`src/rtl/nfc_pkg.sv`:
```
package nfc_pkg;

  typedef enum logic [2:0] {
    RG_DATA,
    RG_CTRL,
    RG_BYTE,
    RG_STAT,
    RG_NONE
  } nfc_region_e;

  typedef enum logic [1:0] {
    PH_IDLE,
    PH_SETUP,
    PH_STROBE,
    PH_HOLD
  } nfc_phase_e;

  localparam int CTL_CE  = 0;
  localparam int CTL_CLE = 1;
  localparam int CTL_ALE = 2;
  localparam int CTL_RIE = 3;

  // Window decode: low 2 KB alias the data port, 0x800..0x80F split by offset parity
  function automatic nfc_region_e nfc_decode(input logic [11:0] a);
    if (!a[11])                 return RG_DATA;
    else if (a[11:4] == 8'h80)  return a[0] ? RG_BYTE : RG_CTRL;
    else if (a == 12'h810)      return RG_STAT;
    else                        return RG_NONE;
  endfunction

  function automatic logic [7:0] nfc_status(input logic rdy, input logic busy,
                                            input logic done, input logic evt);
    return {4'b0000, rdy, busy, done, evt};
  endfunction

  function automatic int nfc_max3(input int a, input int b, input int c);
    int m;
    m = (a > b) ? a : b;
    return (m > c) ? m : c;
  endfunction

endpackage

```
`src/rtl/nfc_rb_sync.sv`:
```
module nfc_rb_sync #(
  parameter int STAGES = 2
) (
  input  logic clk,
  input  logic rst_n,
  input  logic rb_n_i,
  output logic rdy_o,
  output logic rise_o
);
  logic [STAGES-1:0] sh_q;
  logic              rdy_d_q;

  always_ff @(posedge clk or negedge rst_n) begin
    if (!rst_n) begin
      sh_q    <= '0;
      rdy_d_q <= 1'b0;
    end else begin
      sh_q    <= {sh_q[STAGES-2:0], rb_n_i};
      rdy_d_q <= sh_q[STAGES-1];
    end
  end

  assign rdy_o  = sh_q[STAGES-1];
  assign rise_o = sh_q[STAGES-1] & ~rdy_d_q;
endmodule

```
`src/rtl/nfc_cycle_engine.sv`:
```
module nfc_cycle_engine
  import nfc_pkg::*;
#(
  parameter int T_SETUP = 2,
  parameter int T_LOW   = 3,
  parameter int T_HIGH  = 2
) (
  input  logic       clk,
  input  logic       rst_n,
  input  logic       start_i,
  input  logic       rd_i,
  input  logic       cle_i,
  input  logic       ale_i,
  input  logic [7:0] wdata_i,
  input  logic [7:0] io_in_i,
  output logic       busy_o,
  output logic       done_o,
  output logic       we_n_o,
  output logic       re_n_o,
  output logic       cle_o,
  output logic       ale_o,
  output logic       io_oe_o,
  output logic [7:0] io_out_o,
  output logic [7:0] rdata_o
);
  localparam int MAXT  = nfc_max3(T_SETUP, T_LOW, T_HIGH);
  localparam int CNT_W = (MAXT > 1) ? $clog2(MAXT) : 1;
  localparam logic [CNT_W-1:0] LD_SETUP = CNT_W'(T_SETUP - 1);
  localparam logic [CNT_W-1:0] LD_LOW   = CNT_W'(T_LOW - 1);
  localparam logic [CNT_W-1:0] LD_HIGH  = CNT_W'(T_HIGH - 1);

  nfc_phase_e       ph_q;
  logic [CNT_W-1:0] cnt_q;
  logic             rd_q, cle_q, ale_q;
  logic [7:0]       wd_q, rd_data_q;
  logic             last;

  assign last = (cnt_q == '0);

  always_ff @(posedge clk or negedge rst_n) begin
    if (!rst_n) begin
      ph_q      <= PH_IDLE;
      cnt_q     <= '0;
      rd_q      <= 1'b0;
      cle_q     <= 1'b0;
      ale_q     <= 1'b0;
      wd_q      <= '0;
      rd_data_q <= '0;
    end else begin
      unique case (ph_q)
        PH_IDLE: if (start_i) begin
          ph_q  <= PH_SETUP;
          cnt_q <= LD_SETUP;
          rd_q  <= rd_i;
          cle_q <= cle_i;
          ale_q <= ale_i;
          wd_q  <= wdata_i;
        end
        PH_SETUP: begin
          if (last) begin
            ph_q  <= PH_STROBE;
            cnt_q <= LD_LOW;
          end else cnt_q <= cnt_q - 1'b1;
        end
        PH_STROBE: begin
          if (last) begin
            if (rd_q) rd_data_q <= io_in_i;
            ph_q  <= PH_HOLD;
            cnt_q <= LD_HIGH;
          end else cnt_q <= cnt_q - 1'b1;
        end
        PH_HOLD: begin
          if (last) ph_q <= PH_IDLE;
          else      cnt_q <= cnt_q - 1'b1;
        end
        default: ph_q <= PH_IDLE;
      endcase
    end
  end

  assign busy_o   = (ph_q != PH_IDLE);
  assign done_o   = (ph_q == PH_HOLD) && last;
  assign we_n_o   = ~((ph_q == PH_STROBE) && !rd_q);
  assign re_n_o   = ~((ph_q == PH_STROBE) && rd_q);
  assign cle_o    = busy_o & cle_q;
  assign ale_o    = busy_o & ale_q;
  assign io_oe_o  = busy_o & ~rd_q;
  assign io_out_o = wd_q;
  assign rdata_o  = rd_data_q;
endmodule

```
`src/rtl/nfc_host_bridge.sv`:
```
module nfc_host_bridge
  import nfc_pkg::*;
#(
  parameter int T_SETUP   = 2,
  parameter int T_LOW     = 3,
  parameter int T_HIGH    = 2,
  parameter int RB_STAGES = 2
) (
  input  logic        clk,
  input  logic        rst_n,
  input  logic        hb_req,
  input  logic        hb_we,
  input  logic [11:0] hb_addr,
  input  logic [7:0]  hb_wdata,
  output logic [7:0]  hb_rdata,
  output logic        hb_wait,
  output logic        nand_ce_n,
  output logic        nand_cle,
  output logic        nand_ale,
  output logic        nand_we_n,
  output logic        nand_re_n,
  output logic [7:0]  nand_io_out,
  output logic        nand_io_oe,
  input  logic [7:0]  nand_io_in,
  input  logic        nand_rb_n,
  output logic        irq
);
  nfc_region_e region;
  logic [7:0]  ctrl_q;
  logic        cmd_done_q, rdy_evt_q, rd_pend_q, rd_hold_q;
  logic        eng_busy, eng_done, eng_start, eng_cle, eng_ale;
  logic [7:0]  eng_rdata;
  logic        rdy_sync, rdy_rise;

  // Named internal events (used by the bound checker)
  logic        stall_grp, data_rd, accept, flash_wr_acc, start_rd, stat_rd, ctrl_wr;
  logic [7:0]  status;

  assign region       = nfc_decode(hb_addr);
  assign data_rd      = hb_req & ~hb_we & (region == RG_DATA);
  assign stall_grp    = (region == RG_DATA) | ((region == RG_BYTE) & hb_we);
  assign hb_wait      = hb_req & stall_grp & (eng_busy | (data_rd & ~rd_hold_q));
  assign accept       = hb_req & ~hb_wait;
  assign flash_wr_acc = accept & hb_we & stall_grp;
  assign start_rd     = data_rd & ~eng_busy & ~rd_hold_q;
  assign eng_start    = flash_wr_acc | start_rd;
  assign stat_rd      = accept & ~hb_we & (region == RG_STAT);
  assign ctrl_wr      = accept & hb_we & (region == RG_CTRL);
  assign eng_cle      = (region == RG_BYTE) & ctrl_q[CTL_CLE];
  assign eng_ale      = (region == RG_BYTE) & ctrl_q[CTL_ALE];
  assign status       = nfc_status(rdy_sync, eng_busy, cmd_done_q, rdy_evt_q);

  nfc_cycle_engine #(
    .T_SETUP(T_SETUP), .T_LOW(T_LOW), .T_HIGH(T_HIGH)
  ) u_eng (
    .clk      (clk),
    .rst_n    (rst_n),
    .start_i  (eng_start),
    .rd_i     (start_rd),
    .cle_i    (eng_cle),
    .ale_i    (eng_ale),
    .wdata_i  (hb_wdata),
    .io_in_i  (nand_io_in),
    .busy_o   (eng_busy),
    .done_o   (eng_done),
    .we_n_o   (nand_we_n),
    .re_n_o   (nand_re_n),
    .cle_o    (nand_cle),
    .ale_o    (nand_ale),
    .io_oe_o  (nand_io_oe),
    .io_out_o (nand_io_out),
    .rdata_o  (eng_rdata)
  );

  nfc_rb_sync #(.STAGES(RB_STAGES)) u_rb (
    .clk    (clk),
    .rst_n  (rst_n),
    .rb_n_i (nand_rb_n),
    .rdy_o  (rdy_sync),
    .rise_o (rdy_rise)
  );

  always_ff @(posedge clk or negedge rst_n) begin
    if (!rst_n) begin
      ctrl_q     <= 8'h01;
      cmd_done_q <= 1'b0;
      rdy_evt_q  <= 1'b0;
      rd_pend_q  <= 1'b0;
      rd_hold_q  <= 1'b0;
    end else begin
      if (ctrl_wr) ctrl_q <= hb_wdata;

      if (eng_done)     cmd_done_q <= 1'b1;
      else if (stat_rd) cmd_done_q <= 1'b0;

      if (rdy_rise && ctrl_q[CTL_RIE]) rdy_evt_q <= 1'b1;
      else if (stat_rd)                rdy_evt_q <= 1'b0;

      if (start_rd)      rd_pend_q <= 1'b1;
      else if (eng_done) rd_pend_q <= 1'b0;

      if (eng_done && rd_pend_q)  rd_hold_q <= 1'b1;
      else if (data_rd && accept) rd_hold_q <= 1'b0;
    end
  end

  always_comb begin
    unique case (region)
      RG_DATA: hb_rdata = eng_rdata;
      RG_CTRL: hb_rdata = ctrl_q;
      RG_STAT: hb_rdata = status;
      default: hb_rdata = 8'h00;
    endcase
  end

  assign nand_ce_n = ctrl_q[CTL_CE];
  assign irq       = rdy_evt_q;
endmodule

```
`config.mk`:
```
export PLATFORM = sky130hd
export DESIGN_NAME = nfc_host_bridge
export DESIGN_NICKNAME = d
export VERILOG_FILES = /design/src/rtl/nfc_pkg.sv /design/src/rtl/nfc_rb_sync.sv /design/src/rtl/nfc_cycle_engine.sv /design/src/rtl/nfc_host_bridge.sv
export SDC_FILE = /design/constraint.sdc
export NUM_CORES = 1
export LEC_CHECK = 0
export ABC_AREA = 1
export BUFFER_PORTS_ARGS = -buffer_cell sky130_fd_sc_hd__buf_2
export CAP_MARGIN = 20
export CORE_ASPECT_RATIO = 0.7
export CORE_MARGIN = 10
export CORE_UTILIZATION = 40
export CTS_CLUSTER_DIAMETER = 120
export DETAILED_ROUTE_END_ITERATION = 6
export GPL_TIMING_DRIVEN = 0
export SLEW_MARGIN = 25
export SYNTH_ARGS = -nofsm -noshare
export SYNTH_HDL_FRONTEND = slang
export SYNTH_SLANG_ARGS = --single-unit
```
`constraint.sdc`:
```
create_clock -name clk -period 3.9 [get_ports clk]
set_clock_uncertainty 0.15 [all_clocks]
set_input_delay 0.585 -clock clk [delete_from_list [all_inputs] [get_ports clk]]
set_output_delay 0.585 -clock clk [all_outputs]
set_load 0.01 [all_outputs]
```
==> results of run 1 <==
[Yosys cell counts, types with 3 or more instances]
cell type  count
nand4_1        8
nand3_1       19
buf_2          3
inv_1         20
nor2_1        13
o21ai_0        3
nand2_1       58
mux2_2         8
a22o_1         4
ha_1           7
dfrtp_1       37
nand2_2       12
[path summary, 6_finish.rpt]
path                                      startpoint                            to  cells after the start
setup / recovery                          hb_addr[7]                   hb_rdata[0]                     10
hold / removal                u_rb.sh_q[0]$_DFF_PN0_        u_rb.sh_q[1]$_DFF_PN0_                      0
setup reg to reg           u_eng.ph_q[0]$_DFFE_PN0P_     u_eng.ph_q[0]$_DFFE_PN0P_                     10
hold reg to reg               u_rb.sh_q[0]$_DFF_PN0_        u_rb.sh_q[1]$_DFF_PN0_                      0
max in group asynchronous                      rst_n  u_eng.rdata_o[3]$_DFFE_PN0P_                      1
min in group asynchronous                      rst_n     u_eng.ph_q[1]$_DFFE_PN0P_                      1
[cells by family after synthesis]
group | Yosys count | share of synthesized area
flip-flops | 38 | 0.486
AO/OA/AOI/OAI | 18 | 0.0670
buffers and inverters | 26 | 0.0574
multiplexers | 8 | 0.0459
AND/OR/NAND/NOR | 120 | 0.299
adder cells (fa/ha/maj) | 7 | 0.0447
[layer usage]
layer,part of all wire,global-route usage,vias to the layer above
met5,0,0,-
li1,-,-,834
met3,0.060,0.0432,4
met2,0.43,0.190,43
met4,0.0082,0.0263,0
met1,0.51,0.162,740
[power by group]
group	internal (W)	total [W]	switching [W]
Combinational	0.000244	0.000558	0.000314
Clock	0.000142	0.000285	0.000143
Sequential	0.000516	0.000587	0.0000714
[area by class of cell]
cell class,count,area (µm²),area share
multi-input cells,153,896,0.370
clock buffers,6,82.6,0.0341
flip-flops and latches,38,952,0.393
well taps,69,86.3,0.0356
clock inverters,2,12.5,0.00517
repair buffers,56,280,0.116
plain buffers,5,33.8,0.0139
inverters,21,78.8,0.0325
[through the flow]
stage | instance area [µm²] | util | total power [W] | setup slack, ns
3_3_place_gp | 2330 | 0.489 | 0.00115 | 1.25
4_1_cts | 2420 | 0.509 | 0.00145 | 1.25
6_report | 2420 | 0.509 | 0.00143 | 1.25
5_1_grt | 2420 | 0.509 | 0.00155 | 1.03
3_5_place_dp | 2330 | 0.489 | 0.00116 | 1.26
2_1_floorplan | 1960 | - | 0.000963 | 1.69
[critical path: cells and delay by family]
family | cells | cell delay, ns
buffers and inverters | 4 | 0.65
and+or+nand+nor | 5 | 0.59
AOI/OAI and AO/OA | 1 | 0.09
[layout by cell type (no fill, tap or decap), types with 2 or more instances in the layout]
| cell | n |
|---|---|
| nor2_1 | 13 |
| nand3_1 | 19 |
| buf_2 | 59 |
| a22o_1 | 4 |
| nand2_2 | 12 |
| o21ai_0 | 3 |
| clkbuf_8 | 6 |
| dfrtp_1 | 37 |
| a21oi_1 | 2 |
| o21bai_1 | 2 |
| inv_1 | 20 |
| nand4_1 | 8 |
| mux2_2 | 8 |
| ha_1 | 7 |
| o211ai_1 | 2 |
| o221ai_1 | 2 |
| o21ai_2 | 2 |
| nand2_1 | 58 |
| nand3_4 | 2 |
[sequential cells by signal (all words and copies together), names as in the netlist, 2 cells and up]
name	count
ctrl_q	8
u_eng.cnt_q	2
u_eng.io_out_o	8
u_eng.ph_q	2
u_eng.rdata_o	8
u_rb.sh_q	2
==> run_summary.xml, run 1 <==
<?xml version="1.0" encoding="UTF-8"?>
<metrics>
  <group name="timing">
    <metric name="worstMarginPinSlew" unit="ns">0.861</metric>
    <metric name="report.final.setup_viol" unit="">0</metric>
    <metric name="max_clock_freq" unit="GHz">0.377</metric>
    <metric name="max_slew_margin" unit="">0.426</metric>
    <metric name="finalHoldViolCount" unit="">0</metric>
    <metric name="final.hold.worst_slack" unit="ns">0.206</metric>
    <metric name="ratio_of_final_minimum_period_to_clock_period" unit="">0.680</metric>
    <metric name="tns" unit="ns">0</metric>
    <metric name="final.min_clock_period" unit="ns">2.65</metric>
    <metric name="timing_max_transition_violations_final" unit="">0</metric>
    <metric name="rsz0062_at_grt" unit="">false</metric>
  </group>
  <group name="power">
    <metric name="power-per-cell-area" unit="nW/µm²">590</metric>
    <metric name="p_leak" unit="nW">1.29</metric>
    <metric name="worst_ir_drop_vdd" unit="mV">0.247</metric>
  </group>
  <group name="finish">
    <metric name="antenna_cells" unit="">0</metric>
    <metric name="finalNetCount" unit="">320</metric>
    <metric name="area_growth" unit="%">23.5</metric>
    <metric name="layout-drive-gt1-share" unit="">0.352</metric>
    <metric name="stdcell_count" unit="">350</metric>
    <metric name="filler_instances" unit="">463</metric>
  </group>
  <group name="routing">
    <metric name="final_wirelength" unit="mm">4.87</metric>
    <metric name="detail_route.vias_per_cell" unit="">4.63</metric>
    <metric name="firstDrtPassIters" unit="">4</metric>
    <metric name="avgRoutedWirePerCell" unit="µm">13.9</metric>
    <metric name="postRouteAntennaNets" unit="">0</metric>
    <metric name="first_iter_violations" unit="">67</metric>
    <metric name="drc" unit="">0</metric>
    <metric name="vias" unit="">1621</metric>
  </group>
  <group name="yosys">
    <metric name="synth_edf_count" unit="">0</metric>
    <metric name="synth.ff_latch_count" unit="">38</metric>
    <metric name="synth_top_area_cell" unit="">dfrtp_1</metric>
    <metric name="syn-instance-count" unit="">217</metric>
    <metric name="postSynth.topFlopCell" unit="">dfrtp_1</metric>
    <metric name="synth-seq-area-share" unit="">0.486</metric>
    <metric name="synth.net_count" unit="">257</metric>
    <metric name="ys_types" unit="">31</metric>
    <metric name="mappedNetlistArea" unit="µm²">1960</metric>
    <metric name="synth-async-reset-ratio" unit="">1.00</metric>
    <metric name="synth.avg_cell_area" unit="µm²">9.04</metric>
    <metric name="synth.yosys.warnings" unit="">0</metric>
    <metric name="synth_area_leaders" unit="">dfrtp_1 47%, nand2_1 11%, nand3_1 4.9%, mux2_2 4.6%, ha_1 4.5%</metric>
    <metric name="synth_top_area_share" unit="">0.472</metric>
  </group>
  <group name="floorplanning">
    <metric name="die-height" unit="µm">78.6</metric>
    <metric name="placement_rows" unit="">21</metric>
    <metric name="design.portCount" unit="">57</metric>
    <metric name="placeable_area" unit="µm²">4760</metric>
    <metric name="die-area" unit="µm²">8150</metric>
    <metric name="dieWidth" unit="µm">104</metric>
    <metric name="start_util" unit="">0.412</metric>
  </group>
  <group name="worst_setup_path">
    <metric name="critPathKind" unit="">in -&gt; out</metric>
    <metric name="cp_required" unit="ns">3.16</metric>
    <metric name="worst-path-max-fanout" unit="">10</metric>
    <metric name="cpPeakStageDelay" unit="ns">0.25</metric>
    <metric name="ff2ff_setup_slack" unit="ns">1.80</metric>
    <metric name="timing.critical_path.from_type" unit="">input port</metric>
    <metric name="cp-end-kind" unit="">primary output</metric>
    <metric name="cp_data_arrival_time" unit="ns">1.92</metric>
    <metric name="critical_path.slowest_cell" unit="">buf_2</metric>
    <metric name="worstPathCellList" unit="">buf_2 &gt; nor2_1 &gt; nand2_1 &gt; nor2_4 &gt; nand2_1 &gt; inv_1 &gt; buf_2 &gt; nand2_1 &gt; o211ai_1 &gt; buf_2</metric>
  </group>
  <group name="grt">
    <metric name="grt_start_max_net_pins" unit="">39</metric>
    <metric name="globalRouteTotalUtil" unit="">0.123</metric>
    <metric name="first_global_vias" unit="">1780</metric>
    <metric name="global_route.overflow_total" unit="">0</metric>
    <metric name="grt_pass1_wl" unit="mm">8.37</metric>
    <metric name="antenna_found_initial" unit="">0</metric>
  </group>
  <group name="clock_network">
    <metric name="clock_latency_at_the_later_pin_of_the_worst_skew_pair" unit="ns">0.28</metric>
    <metric name="cts_tree" unit="">done</metric>
    <metric name="clock_tree.root_cell" unit="">clkbuf_8</metric>
    <metric name="cts-hold-fix-buffers" unit="">0</metric>
    <metric name="number_of_buffers_inserted_during_clock_tree_synthesis" unit="">5</metric>
    <metric name="cts-root-to-sink-buffers" unit="">2</metric>
    <metric name="post_cts.repair.setup_buffers" unit="">0</metric>
    <metric name="cts_sinks" unit="">38</metric>
    <metric name="clkTransAtPathRegs" unit="ns">0.07</metric>
    <metric name="h_tree_depth_reported_by_cts" unit="">2</metric>
    <metric name="post_cts_resize_count" unit="">0</metric>
  </group>
  <group name="placed_design">
    <metric name="dp_cells" unit="">342</metric>
    <metric name="number_of_i_o_port_buffers" unit="">56</metric>
    <metric name="dp_hpwl" unit="mm">3.77</metric>
    <metric name="globalplace.congestion" unit="">0.738</metric>
  </group>
  <group name="run_status">
    <metric name="status" unit="">completed</metric>
  </group>
  <group name="flow_run">
    <metric name="max-cap-violations" unit="">0</metric>
  </group>
  <group name="min_path">
    <metric name="worstHoldPathType" unit="">reg -&gt; reg</metric>
  </group>
</metrics>
No activity file was read; power rests on OpenSTA's default activity.
==> run 2, diff against run 1 <==
PLACE_DENSITY = 0.67   (was unset)
clock period = 2.33 ns   (was 3.9 ns; I/O delays follow)
==> run_summary.xml, run 2 (synthesized netlist as in run 1, its figures left out) <==
<?xml version="1.0" encoding="UTF-8"?>
<metrics>
  <group name="clock_network">
    <metric name="cts_sinks" unit="">38</metric>
    <metric name="clock_tree.root_cell" unit="">clkbuf_8</metric>
    <metric name="clkTransAtPathRegs" unit="ns">0.08</metric>
    <metric name="cts_tree" unit="">done</metric>
    <metric name="cts-root-to-sink-buffers" unit="">2</metric>
    <metric name="number_of_buffers_inserted_during_clock_tree_synthesis" unit="">5</metric>
    <metric name="h_tree_depth_reported_by_cts" unit="">2</metric>
    <metric name="clock_latency_at_the_later_pin_of_the_worst_skew_pair" unit="ns">0.30</metric>
  </group>
  <group name="power">
    <metric name="power-per-cell-area" unit="nW/µm²">1050</metric>
    <metric name="worst_ir_drop_vdd" unit="mV">0.481</metric>
    <metric name="p_leak" unit="nW">1.32</metric>
    <metric name="design_power_total" unit="W">0.00260</metric>
  </group>
  <group name="timing">
    <metric name="worstMarginPinSlew" unit="ns">0.836</metric>
    <metric name="final.min_clock_period" unit="ns">2.19</metric>
    <metric name="ratio_of_final_minimum_period_to_clock_period" unit="">0.940</metric>
    <metric name="max_clock_freq" unit="GHz">0.457</metric>
    <metric name="tns" unit="ns">0</metric>
    <metric name="report.final.setup_viol" unit="">0</metric>
    <metric name="rsz0062_at_grt" unit="">false</metric>
    <metric name="finalHoldViolCount" unit="">2</metric>
    <metric name="timing_max_transition_violations_final" unit="">0</metric>
    <metric name="final.hold.worst_slack" unit="ns">-0.00176</metric>
    <metric name="max_slew_margin" unit="">0.443</metric>
  </group>
  <group name="floorplanning">
    <metric name="die-height" unit="µm">78.6</metric>
    <metric name="dieWidth" unit="µm">104</metric>
    <metric name="die-area" unit="µm²">8150</metric>
    <metric name="design.portCount" unit="">57</metric>
    <metric name="start_util" unit="">0.412</metric>
    <metric name="placement_rows" unit="">21</metric>
    <metric name="placeable_area" unit="µm²">4760</metric>
  </group>
  <group name="run_status">
    <metric name="violations" unit="">hold timing</metric>
    <metric name="status" unit="">finished, violations left</metric>
  </group>
  <group name="grt">
    <metric name="globalRouteTotalUtil" unit="">0.126</metric>
    <metric name="first_global_vias" unit="">1760</metric>
    <metric name="grt_start_max_net_pins" unit="">39</metric>
    <metric name="grt_pass1_wl" unit="mm">8.43</metric>
    <metric name="antenna_found_initial" unit="">0</metric>
    <metric name="global_route.overflow_total" unit="">0</metric>
  </group>
  <group name="worst_setup_path">
    <metric name="ff2ff_setup_slack" unit="ns">0.39</metric>
    <metric name="critPathKind" unit="">reg -&gt; out</metric>
    <metric name="timing.critical_path.from_type" unit="">flop</metric>
    <metric name="cp_data_arrival_time" unit="ns">1.69</metric>
    <metric name="cp_required" unit="ns">1.83</metric>
    <metric name="r2r_cells" unit="">9</metric>
    <metric name="regToRegStartpoint" unit="">u_eng.ph_q[0]$_DFFE_PN0P_</metric>
    <metric name="worst-path-max-fanout" unit="">10</metric>
    <metric name="rr_endpoint" unit="">u_eng.ph_q[0]$_DFFE_PN0P_</metric>
    <metric name="cp-end-kind" unit="">primary output</metric>
  </group>
  <group name="placed_design">
    <metric name="dp_hpwl" unit="mm">3.85</metric>
    <metric name="number_of_i_o_port_buffers" unit="">56</metric>
    <metric name="dp_cells" unit="">342</metric>
    <metric name="place_area" unit="µm²">2330</metric>
    <metric name="globalplace.congestion" unit="">0.785</metric>
  </group>
  <group name="routing">
    <metric name="firstDrtPassIters" unit="">4</metric>
    <metric name="detail_route.vias_per_cell" unit="">4.73</metric>
    <metric name="drc" unit="">0</metric>
    <metric name="final_wirelength" unit="mm">4.92</metric>
    <metric name="vias" unit="">1655</metric>
    <metric name="first_iter_violations" unit="">85</metric>
    <metric name="postRouteAntennaNets" unit="">0</metric>
    <metric name="avgRoutedWirePerCell" unit="µm">14.1</metric>
  </group>
  <group name="finish">
    <metric name="area_growth" unit="%">26.2</metric>
    <metric name="stdcell_count" unit="">350</metric>
    <metric name="antenna_cells" unit="">0</metric>
    <metric name="layout-drive-gt1-share" unit="">0.352</metric>
    <metric name="post-route-cell-area" unit="µm²">2470</metric>
    <metric name="layout.cells.most_common_list" unit="">58 x buf_2, 58 x nand2_1, 37 x dfrtp_1, 20 x inv_1, 19 x nand3_1</metric>
    <metric name="finalNetCount" unit="">320</metric>
    <metric name="filler_instances" unit="">451</metric>
  </group>
  <group name="min_path">
    <metric name="worstHoldPathType" unit="">in -&gt; async</metric>
  </group>
  <group name="flow_run">
    <metric name="max-cap-violations" unit="">0</metric>
  </group>
</metrics>
run 2: worst max-delay path by stage:
stage / start / to / slack (ns)
global route: hb_addr[7] / hb_rdata[0] / 0.02
finish: u_eng.ph_q[0]$_DFFE_PN0P_ / hb_wait / 0.14
global placement: hb_addr[7] / hb_rdata[0] / 0.19
floorplan: u_eng.ph_q[0]$_DFFE_PN0P_ / u_eng.ale_q$_DFFE_PN0P_ / 0.58
CTS: u_eng.ph_q[0]$_DFFE_PN0P_ / hb_wait / 0.12
detailed placement: hb_addr[7] / hb_rdata[0] / 0.17
run 2: repair_timing:
action / 4_1_cts / 5_1_grt
setup endpoints to repair: 1 / 1
setup buffers: 0 / 0
hold buffers: 1 / 0
hold endpoints to repair: 1 / 0
pin swaps: 0 / 0
resized for setup: 0 / 1
run 2: per-stage QoR:
step           hold WS [ns]   util  setup WS [ns]
6_report           -0.00176  0.520          0.140
3_3_place_gp          0.185  0.489          0.193
4_1_cts              0.0328  0.520          0.118
2_1_floorplan       -0.0961      -          0.582
5_1_grt              0.0730  0.520         0.0188
3_5_place_dp          0.190  0.489          0.167
run 2: metal layers:
layer / global-route usage / vias to the layer above / routed length [µm]
met3: 0.0546 / 7 / 400
met2: 0.197 / 42 / 2140
li1: - / 833 / -
met5: 0 / - / 0
met1: 0.155 / 773 / 2320
met4: 0.0416 / 0 / 58
run 2: worst max-delay path, stage by stage (launching register included):
cell and delay (ns):
dfrtp_1 0.42, inv_1 0.10, ha_1 0.38, nand2_2 0.14
nand3_4 0.17, inv_1 0.05, buf_2 0.13
run 2: layout make-up:
type,count,area [µm²],share of cell area
Sequential cell,38,952,0.385
Timing Repair Buffer,57,290,0.117
Tap cell,69,86.3,0.0349
Clock inverter,3,68.8,0.0278
Multi-Input combinational cell,153,896,0.362
Clock buffer,5,68.8,0.0278
Inverter,21,78.8,0.0319
Buffer,4,32.5,0.0132
run 2: power breakdown:
part | switching (W) | total [W] | internal, W
Clock | 0.000250 | 0.000679 | 0.000429
Combinational | 0.000525 | 0.000935 | 0.000410
Sequential | 0.000125 | 0.000989 | 0.000864
